<file path="config.mk">
export PLATFORM = sky130hd
export DESIGN_NAME = mp_uart_tx
export DESIGN_NICKNAME = d
export VERILOG_FILES = /design/src/rtl/mpu_pkg.sv /design/src/rtl/mpu_regs.sv /design/src/rtl/mpu_seq.sv /design/src/rtl/mpu_shifter.sv /design/src/rtl/mp_uart_tx.sv
export SDC_FILE = /design/constraint.sdc
export NUM_CORES = 1
export LEC_CHECK = 0
export ABC_CLOCK_PERIOD_IN_PS = 1590
export BUFFER_PORTS_ARGS = -buffer_cell sky130_fd_sc_hd__buf_2
export CAP_MARGIN = 20
export CORE_MARGIN = 8
export CORE_UTILIZATION = 31
export CTS_CLUSTER_SIZE = 12
export DETAILED_ROUTE_END_ITERATION = 12
export PLACE_DENSITY = 0.48
export SLEW_MARGIN = 40
export SYNTH_ARGS = -nofsm -noshare
export SYNTH_HDL_FRONTEND = slang
export SYNTH_SLANG_ARGS = --single-unit
</file>
<file path="constraint.sdc">
create_clock -name clk -period 1.59 [get_ports clk]
set_input_delay 0.0795 -clock clk [delete_from_list [all_inputs] [get_ports clk]]
set_output_delay 0.0795 -clock clk [all_outputs]
set_load 0.01 [all_outputs]
</file>
<file path="src/rtl/mpu_pkg.sv">
package mpu_pkg;

  typedef enum logic [1:0] {
    ST_OFF   = 2'd0,
    ST_MARK  = 2'd1,
    ST_READY = 2'd2,
    ST_SHIFT = 2'd3
  } tx_state_e;

  localparam logic [1:0] A_DATA   = 2'd0;
  localparam logic [1:0] A_CTRL   = 2'd1;
  localparam logic [1:0] A_STATUS = 2'd2;

  localparam int C_EN  = 0;
  localparam int C_IRQ = 1;
  localparam int C_ID  = 2;
  localparam int C_BRK = 3;

  localparam int S_EMPTY = 0;
  localparam int S_END   = 1;

  function automatic int frame_bits(input int dw);
    return dw + 3;
  endfunction

endpackage

</file>
<file path="src/rtl/mpu_regs.sv">
module mpu_regs
  import mpu_pkg::*;
#(
  parameter int DATA_W = 8
) (
  input  logic              clk,
  input  logic              rst_n,
  input  logic              reg_wr,
  input  logic [1:0]        reg_addr,
  input  logic [DATA_W-1:0] reg_wdata,
  input  logic              dma_wr,
  input  logic [DATA_W-1:0] dma_wdata,
  input  logic              load_evt,
  input  logic              end_evt,
  output logic [DATA_W-1:0] hold_q,
  output logic              en_q,
  output logic              irq_en_q,
  output logic              id_sel_q,
  output logic              brk_q,
  output logic              empty_q,
  output logic              tend_q,
  output logic [DATA_W-1:0] reg_rdata
);

  logic wr_data, wr_ctrl, wr_stat, sw_clear;

  assign wr_data  = reg_wr && (reg_addr == A_DATA);
  assign wr_ctrl  = reg_wr && (reg_addr == A_CTRL);
  assign wr_stat  = reg_wr && (reg_addr == A_STATUS);
  assign sw_clear = wr_stat && !reg_wdata[S_EMPTY];

  always_ff @(posedge clk or negedge rst_n) begin
    if (!rst_n) begin
      hold_q <= '0;
    end else if (dma_wr) begin
      hold_q <= dma_wdata;
    end else if (wr_data) begin
      hold_q <= reg_wdata;
    end
  end

  always_ff @(posedge clk or negedge rst_n) begin
    if (!rst_n) begin
      en_q     <= 1'b0;
      irq_en_q <= 1'b0;
      id_sel_q <= 1'b0;
      brk_q    <= 1'b0;
    end else if (wr_ctrl) begin
      en_q     <= reg_wdata[C_EN];
      irq_en_q <= reg_wdata[C_IRQ];
      id_sel_q <= reg_wdata[C_ID];
      brk_q    <= reg_wdata[C_BRK];
    end
  end

  // Load refills the flag first; a write in the same cycle then makes new data pending.
  always_ff @(posedge clk or negedge rst_n) begin
    if (!rst_n) begin
      empty_q <= 1'b1;
    end else if (dma_wr || sw_clear) begin
      empty_q <= 1'b0;
    end else if (load_evt) begin
      empty_q <= 1'b1;
    end
  end

  always_ff @(posedge clk or negedge rst_n) begin
    if (!rst_n) begin
      tend_q <= 1'b1;
    end else if (load_evt) begin
      tend_q <= 1'b0;
    end else if (end_evt) begin
      tend_q <= 1'b1;
    end
  end

  always_comb begin
    reg_rdata = '0;
    unique case (reg_addr)
      A_DATA: reg_rdata = hold_q;
      A_CTRL: begin
        reg_rdata[C_EN]  = en_q;
        reg_rdata[C_IRQ] = irq_en_q;
        reg_rdata[C_ID]  = id_sel_q;
        reg_rdata[C_BRK] = brk_q;
      end
      A_STATUS: begin
        reg_rdata[S_EMPTY] = empty_q;
        reg_rdata[S_END]   = tend_q;
      end
      default: reg_rdata = '0;
    endcase
  end

endmodule

</file>
<file path="src/rtl/mpu_seq.sv">
module mpu_seq
  import mpu_pkg::*;
#(
  parameter int FRAME_BITS = 11
) (
  input  logic clk,
  input  logic rst_n,
  input  logic bit_tick,
  input  logic en,
  input  logic pending,
  output logic load_evt,
  output logic shift_evt,
  output logic end_evt,
  output logic shifting
);

  localparam int                CNT_W = $clog2(FRAME_BITS);
  localparam logic [CNT_W-1:0]  LAST  = CNT_W'(FRAME_BITS - 1);

  tx_state_e        state_q;
  logic [CNT_W-1:0] cnt_q;
  logic             last_bit, mark_done;

  assign last_bit = (cnt_q == LAST);
  assign shifting = (state_q == ST_SHIFT);

  always_comb begin
    load_evt  = 1'b0;
    shift_evt = 1'b0;
    end_evt   = 1'b0;
    mark_done = 1'b0;
    if (en && bit_tick) begin
      unique case (state_q)
        ST_MARK:  mark_done = last_bit;
        ST_READY: load_evt  = pending;
        ST_SHIFT: begin
          if (last_bit) begin
            load_evt = pending;
            end_evt  = !pending;
          end else begin
            shift_evt = 1'b1;
          end
        end
        default: ;
      endcase
    end
  end

  always_ff @(posedge clk or negedge rst_n) begin
    if (!rst_n) begin
      state_q <= ST_OFF;
      cnt_q   <= '0;
    end else if (!en) begin
      state_q <= ST_OFF;
      cnt_q   <= '0;
    end else begin
      unique case (state_q)
        ST_OFF: begin
          state_q <= ST_MARK;
          cnt_q   <= '0;
        end
        ST_MARK: begin
          if (mark_done) begin
            state_q <= ST_READY;
            cnt_q   <= '0;
          end else if (bit_tick) begin
            cnt_q <= cnt_q + 1'b1;
          end
        end
        ST_READY: begin
          if (load_evt) begin
            state_q <= ST_SHIFT;
            cnt_q   <= '0;
          end
        end
        ST_SHIFT: begin
          if (bit_tick) begin
            if (last_bit) begin
              cnt_q <= '0;
              if (end_evt) state_q <= ST_READY;
            end else begin
              cnt_q <= cnt_q + 1'b1;
            end
          end
        end
        default: state_q <= ST_OFF;
      endcase
    end
  end

endmodule

</file>
<file path="src/rtl/mpu_shifter.sv">
module mpu_shifter #(
  parameter int DATA_W     = 8,
  parameter int FRAME_BITS = DATA_W + 3
) (
  input  logic              clk,
  input  logic              rst_n,
  input  logic              load_evt,
  input  logic              shift_evt,
  input  logic [DATA_W-1:0] data,
  input  logic              type_bit,
  output logic              ser_bit
);

  logic [FRAME_BITS-1:0] frame_q;

  function automatic logic [FRAME_BITS-1:0] pack_frame(input logic [DATA_W-1:0] d,
                                                        input logic t);
    return {1'b1, t, d, 1'b0};
  endfunction

  always_ff @(posedge clk or negedge rst_n) begin
    if (!rst_n) begin
      frame_q <= '1;
    end else if (load_evt) begin
      frame_q <= pack_frame(data, type_bit);
    end else if (shift_evt) begin
      frame_q <= {1'b1, frame_q[FRAME_BITS-1:1]};
    end
  end

  assign ser_bit = frame_q[0];

endmodule

</file>
<file path="src/rtl/mp_uart_tx.sv">
module mp_uart_tx
  import mpu_pkg::*;
#(
  parameter int DATA_W = 8
) (
  input  logic              clk,
  input  logic              rst_n,
  input  logic              bit_tick,
  input  logic              reg_wr,
  input  logic [1:0]        reg_addr,
  input  logic [DATA_W-1:0] reg_wdata,
  output logic [DATA_W-1:0] reg_rdata,
  input  logic              dma_wr,
  input  logic [DATA_W-1:0] dma_wdata,
  output logic              tx_out,
  output logic              empty_irq
);

  localparam int FRAME_BITS = frame_bits(DATA_W);

  logic [DATA_W-1:0] hold_q;
  logic en_q, irq_en_q, id_sel_q, brk_q, empty_q, tend_q;
  logic load_evt, shift_evt, end_evt, shifting, ser_bit;

  mpu_regs #(.DATA_W(DATA_W)) i_regs (
    .clk       (clk),
    .rst_n     (rst_n),
    .reg_wr    (reg_wr),
    .reg_addr  (reg_addr),
    .reg_wdata (reg_wdata),
    .dma_wr    (dma_wr),
    .dma_wdata (dma_wdata),
    .load_evt  (load_evt),
    .end_evt   (end_evt),
    .hold_q    (hold_q),
    .en_q      (en_q),
    .irq_en_q  (irq_en_q),
    .id_sel_q  (id_sel_q),
    .brk_q     (brk_q),
    .empty_q   (empty_q),
    .tend_q    (tend_q),
    .reg_rdata (reg_rdata)
  );

  mpu_seq #(.FRAME_BITS(FRAME_BITS)) i_seq (
    .clk       (clk),
    .rst_n     (rst_n),
    .bit_tick  (bit_tick),
    .en        (en_q),
    .pending   (!empty_q),
    .load_evt  (load_evt),
    .shift_evt (shift_evt),
    .end_evt   (end_evt),
    .shifting  (shifting)
  );

  mpu_shifter #(.DATA_W(DATA_W), .FRAME_BITS(FRAME_BITS)) i_shift (
    .clk       (clk),
    .rst_n     (rst_n),
    .load_evt  (load_evt),
    .shift_evt (shift_evt),
    .data      (hold_q),
    .type_bit  (id_sel_q),
    .ser_bit   (ser_bit)
  );

  always_comb begin
    if (brk_q)         tx_out = 1'b0;
    else if (shifting) tx_out = ser_bit;
    else               tx_out = 1'b1;
  end

  assign empty_irq = irq_en_q && en_q && empty_q;

endmodule

</file>
After elaboration in Yosys (flattened, before gate mapping)
Index checks and enable logic that the tools add are counted.
{"block": "op_classes", "add_sub_neg": 1, "n_eq_ne": 12, "mux": 38, "reduce_logical": 18}
{"cell": "$mux 4", "n": 7}
{"cell": "$mux 11", "n": 2}
{"cell": "$mux 1", "n": 16}
{"cell": "$mux 8", "n": 2}
{"cell": "$pmux 4 s4", "n": 1}
{"cell": "$mux 2", "n": 6}
{"cell": "$ne 3x3->1 const B", "n": 4}
{"cell": "$pmux 2 s4", "n": 1}
{"cell": "$reduce_bool 2->1", "n": 4}
{"cell": "$logic_and 1x1->1", "n": 7}
{"cell": "$eq 2x2->1 const B", "n": 3}
{"cell": "$pmux 2 s3", "n": 1}
{"cell": "$reduce_and 5->1", "n": 1}
{"cell": "$add 4x1->4 const B", "n": 1}
{"cell": "$eq 2x1->1 const B", "n": 2}
{"cell": "$eq 4x4->1 const B", "n": 1}
{"cell": "$logic_not 2->1", "n": 2}
{"cell": "$ne 4x3->1 const B", "n": 1}
{"cell": "$pmux 2 s2", "n": 1}
{"cell": "$ne 3x2->1 const B", "n": 1}
{"cell": "$reduce_and 3->1", "n": 1}
{"cell": "$logic_not 1->1", "n": 2}
{"cell": "$pmux 1 s2", "n": 1}
{"cell": "$logic_or 1x1->1", "n": 1}
{"block": "word_totals", "register_bits": 31, "inputBits": 23}

Logic depth before layout (Yosys ltp)
{"block": "depth", "word_depth": 9, "mapped_depth": 6}

By module
Synthesis repeated with hierarchy kept, for this count alone.
{"block": "hier_totals", "hier_cells": 167, "hier_area_um2": 1674.1}
{"mod": "mpu_regs", "n_inst": 1, "cells_per_inst": 78, "area_each_um2": 760.7, "seq_area_each_um2": 352.8}
{"mod": "mpu_shifter", "n_inst": 1, "cells_per_inst": 42, "area_each_um2": 469.2, "seq_area_each_um2": 262.8}
{"mod": "mpu_seq", "n_inst": 1, "cells_per_inst": 43, "area_each_um2": 421.7, "seq_area_each_um2": 150.1}
{"mod": "mp_uart_tx", "n_inst": 1, "cells_per_inst": 4, "area_each_um2": 22.5, "seq_area_each_um2": 0.0}

Worst setup path after synthesis
OpenSTA, ideal clock, no wires.
{"block": "synth_timing", "path_kind": "register -> register", "start": "register i_seq.cnt_q[0]", "end": "register i_shift.frame_q[5]", "setup_ns": 0.105, "t_arrival_ns": 1.310, "required_time_ns": 1.485, "slack_ns": 0.174, "stages_incl_launch_ff": 7, "path_buffers": 0, "synth_period_minus_slack_ns": 1.416, "path_cell_list": "dfrtp_1 -> inv_1 -> ha_1 -> nand3b_4 -> nand2_2 -> a21o_1 -> a222oi_1"}
{"block": "synth_via", "elab_chain_cells": 5, "elab_cells_between_ends": 9, "classes_between": "eq/ne: 1; mux: 7; reduce/logical: 1"}
{"item": "from (decl)", "line_no": "mpu_seq.sv:21", "text": "logic [CNT_W-1:0] cnt_q;"}
{"item": "from (signal assigned)", "line_no": "mpu_seq.sv:67", "text": "cnt_q <= cnt_q + 1'b1;"}
{"item": "from (signal assigned)", "line_no": "mpu_seq.sv:82", "text": "cnt_q <= cnt_q + 1'b1;"}
{"item": "$eq 4x4->1 *", "line_no": "mpu_seq.sv:24", "text": "assign last_bit = (cnt_q == LAST);"}
{"item": "$mux 1", "line_no": "mpu_seq.sv:37", "text": "if (last_bit) begin"}
{"item": "$pmux 1 s2 or $mux 1 (tied branches)", "line_no": "mpu_seq.sv:33", "text": "unique case (state_q)"}
{"item": "$mux 1", "line_no": "mpu_seq.sv:32", "text": "if (en && bit_tick) begin"}
{"item": "$mux 11 or $reduce_bool 2->1 (tied branches)"}
{"item": "to (signal assigned)", "line_no": "mpu_shifter.sv:25", "text": "frame_q <= pack_frame(data, type_bit);"}
{"item": "to (signal assigned)", "line_no": "mpu_shifter.sv:27", "text": "frame_q <= {1'b1, frame_q[FRAME_BITS-1:1]};"}
{"item": "to (decl)", "line_no": "mpu_shifter.sv:14", "text": "logic [FRAME_BITS-1:0] frame_q;"}
Every way passes the cells marked *; elsewhere a longest branch is shown, timed or not.
A chain may end at the register's enable or synchronous reset.

Worst setup path after layout
{"block": "layout_timing", "start": "register i_seq.cnt_q[0]", "end": "register i_shift.frame_q[7]"}
Same word-level chain as after synthesis.

==> results.yml <==
worst_setup_path:
  critPathKind: "reg -> reg"
  worst_r2r_path_depth: 6
  setup.worst_path.end_class: "flip-flop"
  cp_data_required_time_ns: 1.76
  flop2flop_setup_slack_ns: 0.03
  cp_data_arrival_time_ns: 1.73
  start_kind: "flip-flop"
  rr_endpoint: "i_shift.frame_q[7]$_DFFE_PN1P_"
  crit_path_end: "i_shift.frame_q[7]$_DFFE_PN1P_"
  startpoint: "i_seq.cnt_q[0]$_DFFE_PN0P_"
  crit_fanout: 6
  crit-reg2reg-launch: "i_seq.cnt_q[0]$_DFFE_PN0P_"
global_route:
  pin_count_of_the_biggest_net_entering_global_routing: 31
  grt.overflow.total: 0
  first_global_vias: 1325
  antenna_found_initial: 0
  wire_length_of_the_first_global_routing_pass_um: 6400
  track_usage_pct: 10.7
power_and_ir_drop:
  part_of_the_power_in_the_clock_network_pct: 35.5
  power.static_leakage_nw: 0.923
  power_density_nw_per_um2: 903
  power.switching_uw: 476
  power_frac_comb_pct: 14.7
  seqPwrFrac_pct: 49.9
  intPower_mw: 1.29
  irDropWorstVdd_mv: 0.414
  p_sw_share_pct: 26.9
finish:
  fillerInstances: 502
  layout-drive-gt1-share_pct: 36.5
  area_growth_syn_to_layout_pct: 23.1
  layout_commonest_cell: "buf_2"
  multi_input_area_sq_um: 746
  sequential_cell_area_sq_um: 766
  commonest_non_fill_non_tap_cells_in_the_layout: "32 x buf_2, 18 x dfrtp_1, 17 x nand2_1"
  design_area_sq_um: 1960
  final-instance-count-excl-fill: 267
  antennaDiodeCount: 0
  final_nets: 221
detailed_routing:
  drt_pass1_iterations: 4
  drc: 0
  route.detailed.vias_per_inst: 4.74
  detailroute.via_count: 1265
  route.detailed.wl_per_inst_um: 14.1
  dr.first_iter.drc_count: 41
  ant_nets: 0
  drt_wl_total_um: 3780
timing:
  period_minus_slack_ns: 1.56
  final-hold-violation-count: 0
  worst-slew-pin-transition_ns: 0.670
  finClkSkew_ns: 0.00590
  slew_viol_final: 0
  fmaxAchievable_ghz: 0.641
  slew_headroom_pct: 55.3
  setup_viol: 0
  fin_crit_sh_pct: 98.1
  grt_setup_unrepaired: "true"
synthesis:
  post-synth-top-area-fraction_pct: 28.3
  post_synth_xor_area_fraction_pct: 0.551
  ys.flop_type: "dfrtp_1"
  mapped_cell_area_sq_um: 1590
  synthAdderAreaFrac_pct: 1.57
  syn_inst: 156
  synth_nets: 181
  compound_gate_fraction_of_synth_area_pct: 17.6
  ys_ff_latch: 30
  syn_avg_cell_area_sq_um: 10.2
  synth_top_family_by_area: "compound AO/OA/AOI/OAI gates"
  top_cells_by_area_in_the_synthesized_netlist: "dfrtp_1 28%, dfstp_2 20%, mux2i_1 6.9%, o21ai_0 4.7%, nand2_1 4.0%"
  yosysSeqAreaShare_pct: 48.2
  ys_async_rst_share_pct: 100
  synth_top_cell_by_area: "dfrtp_1"
  number_of_enable_type_register_cells_in_the_synthesized_netlist: 0
  synth.mux.area_fraction_pct: 9.76
  synthesis.yosys.warnings: 0
  synthSimpleGateAreaFrac_pct: 17.0
  synth.distinct_cells: 39
clocking:
  cts.sinks: 30
  cts_root_buf: "clkbuf_8"
  clock_tree.htree_level_count: 2
  clock_insertion_delay_worst_skew_ns: 0.28
  cts_tree: "yes"
  clk_pin_slew_ns: 0.06
  total_clock_buffers_created_by_cts: 5
  max_buffers_root_to_sink: 2
floorplan:
  die_width_um: 87.6
  placeable_area_sq_um: 5040
  initial_utilization_pct: 31.5
  dieHeight_um: 87.6
  die_area_sq_um: 7670
  core.rowCount: 26
  boundaryPins: 33
outcome:
  run_status: "finished clean"
placement:
  detailed_place_hpwl_um: 2950
  place_area_sq_um: 1830
  port_buffers: 32
  finalWeightedCongestion: 0.746
  dp_cells: 255
min_path:
  hold_path_class: "in -> reg"
  hold_path_depth: 3
flow_run:
  drv_cap: 0
## synth_stat cells, drive strengths merged, types with 3 or more instances
cell and instances:
nand2b 5, o221a 4, a222oi 3, mux2i 11
nor2 6, a21oi 7, nor2b 3, dfstp 12
inv 10, buf 7, nor3 3, dfrtp 18
nand2 18, nand3 5, o21ai 15, mux2 4
## critical path, cell delays in order, from the launching register on
cell and delay [ns]:
dfrtp_1 0.40, inv_1 0.06, ha_2 0.20, nand3b_4 0.12, nand2_2 0.09, a21o_1 0.25
a222oi_1 0.32
## metrics by stage
step / power, mW / hold slack (ns) / utilization [%] / setup TNS (ns) / setup slack [ns]
floorplan: 1.04 / -0.216 / - / 0 / 0.174
global placement: 1.15 / 0.151 / 36.3 / 0 / 0.0312
detailed placement: 1.16 / 0.155 / 36.3 / 0 / 0.000941
CTS: 1.80 / 0.00109 / 38.3 / 0 / 0.0135
global route: 1.87 / 0.0156 / 38.8 / -0.161 / -0.0469
finish: 1.77 / 0.00705 / 38.8 / 0 / 0.0302
## state kept, by name, summed over array words and instances (netlist names)
signal / cells
i_regs.irq_en_q: 1
i_regs.empty_q: 1
i_seq.state_q: 2
i_regs.tend_q: 1
i_seq.cnt_q: 4
i_shift.frame_q: 10
i_regs.hold_q: 8
i_regs.en_q: 1
i_regs.id_sel_q: 1
i_regs.brk_q: 1
## cell families (layout without fill, tap and decap cells)
family	count (synthesis)	count (layout)
and+or+nand+nor	50	50
AOI/OAI and AO/OA	40	40
xor gates and xnor gates	1	1
DFF	30	30
adders and majority gates	2	2
buffers and inverters	18	59
muxes	15	15
## worst min-delay path by stage
stage                             from                      endpoint
after floorplan                  rst_n      i_regs.brk_q$_DFFE_PN0P_
after global placement           rst_n  i_seq.state_q[0]$_DFFE_PN0P_
after detailed placement         rst_n       i_regs.en_q$_DFFE_PN0P_
after CTS                 dma_wdata[0]  i_regs.hold_q[0]$_DFFE_PN0P_
after global routing      dma_wdata[3]  i_regs.hold_q[3]$_DFFE_PN0P_
final                     dma_wdata[6]  i_regs.hold_q[6]$_DFFE_PN0P_
## routing by layer
layer | vias up | GRT usage (%) | wire length [um]
met5 | - | 0 | 0
met4 | 0 | 4.06 | 47
met3 | 6 | 3.94 | 176
met2 | 23 | 16.7 | 1800
met1 | 600 | 13.1 | 1760
li1 | 636 | - | -
## area by class of cell
type,count,share of cell area (%)
Timing Repair Buffer,41,11.8
Multi-Input combinational cell,108,38.1
Inverter,10,1.92
Clock buffer,8,4.60
Tap cell,70,4.48
Sequential cell,30,39.1
## power by group through the flow
stage               combinational [mW]  clock (mW)  sequential, mW
floorplan                        0.185           0           0.855
global placement                 0.254           0           0.892
detailed placement               0.261           0           0.895
CTS                              0.264       0.650           0.882
global route                     0.296       0.682           0.891
finish                           0.259       0.627           0.881
## repair_timing
action	CTS	global route
hold endpoints to repair	18	0
hold buffers	1	0
endpoints found under the setup margin	4	9
buffers inserted	0	3
pin swaps	2	6
gates resized for setup	1	1
No activity file was read; power rests on OpenSTA's default activity.
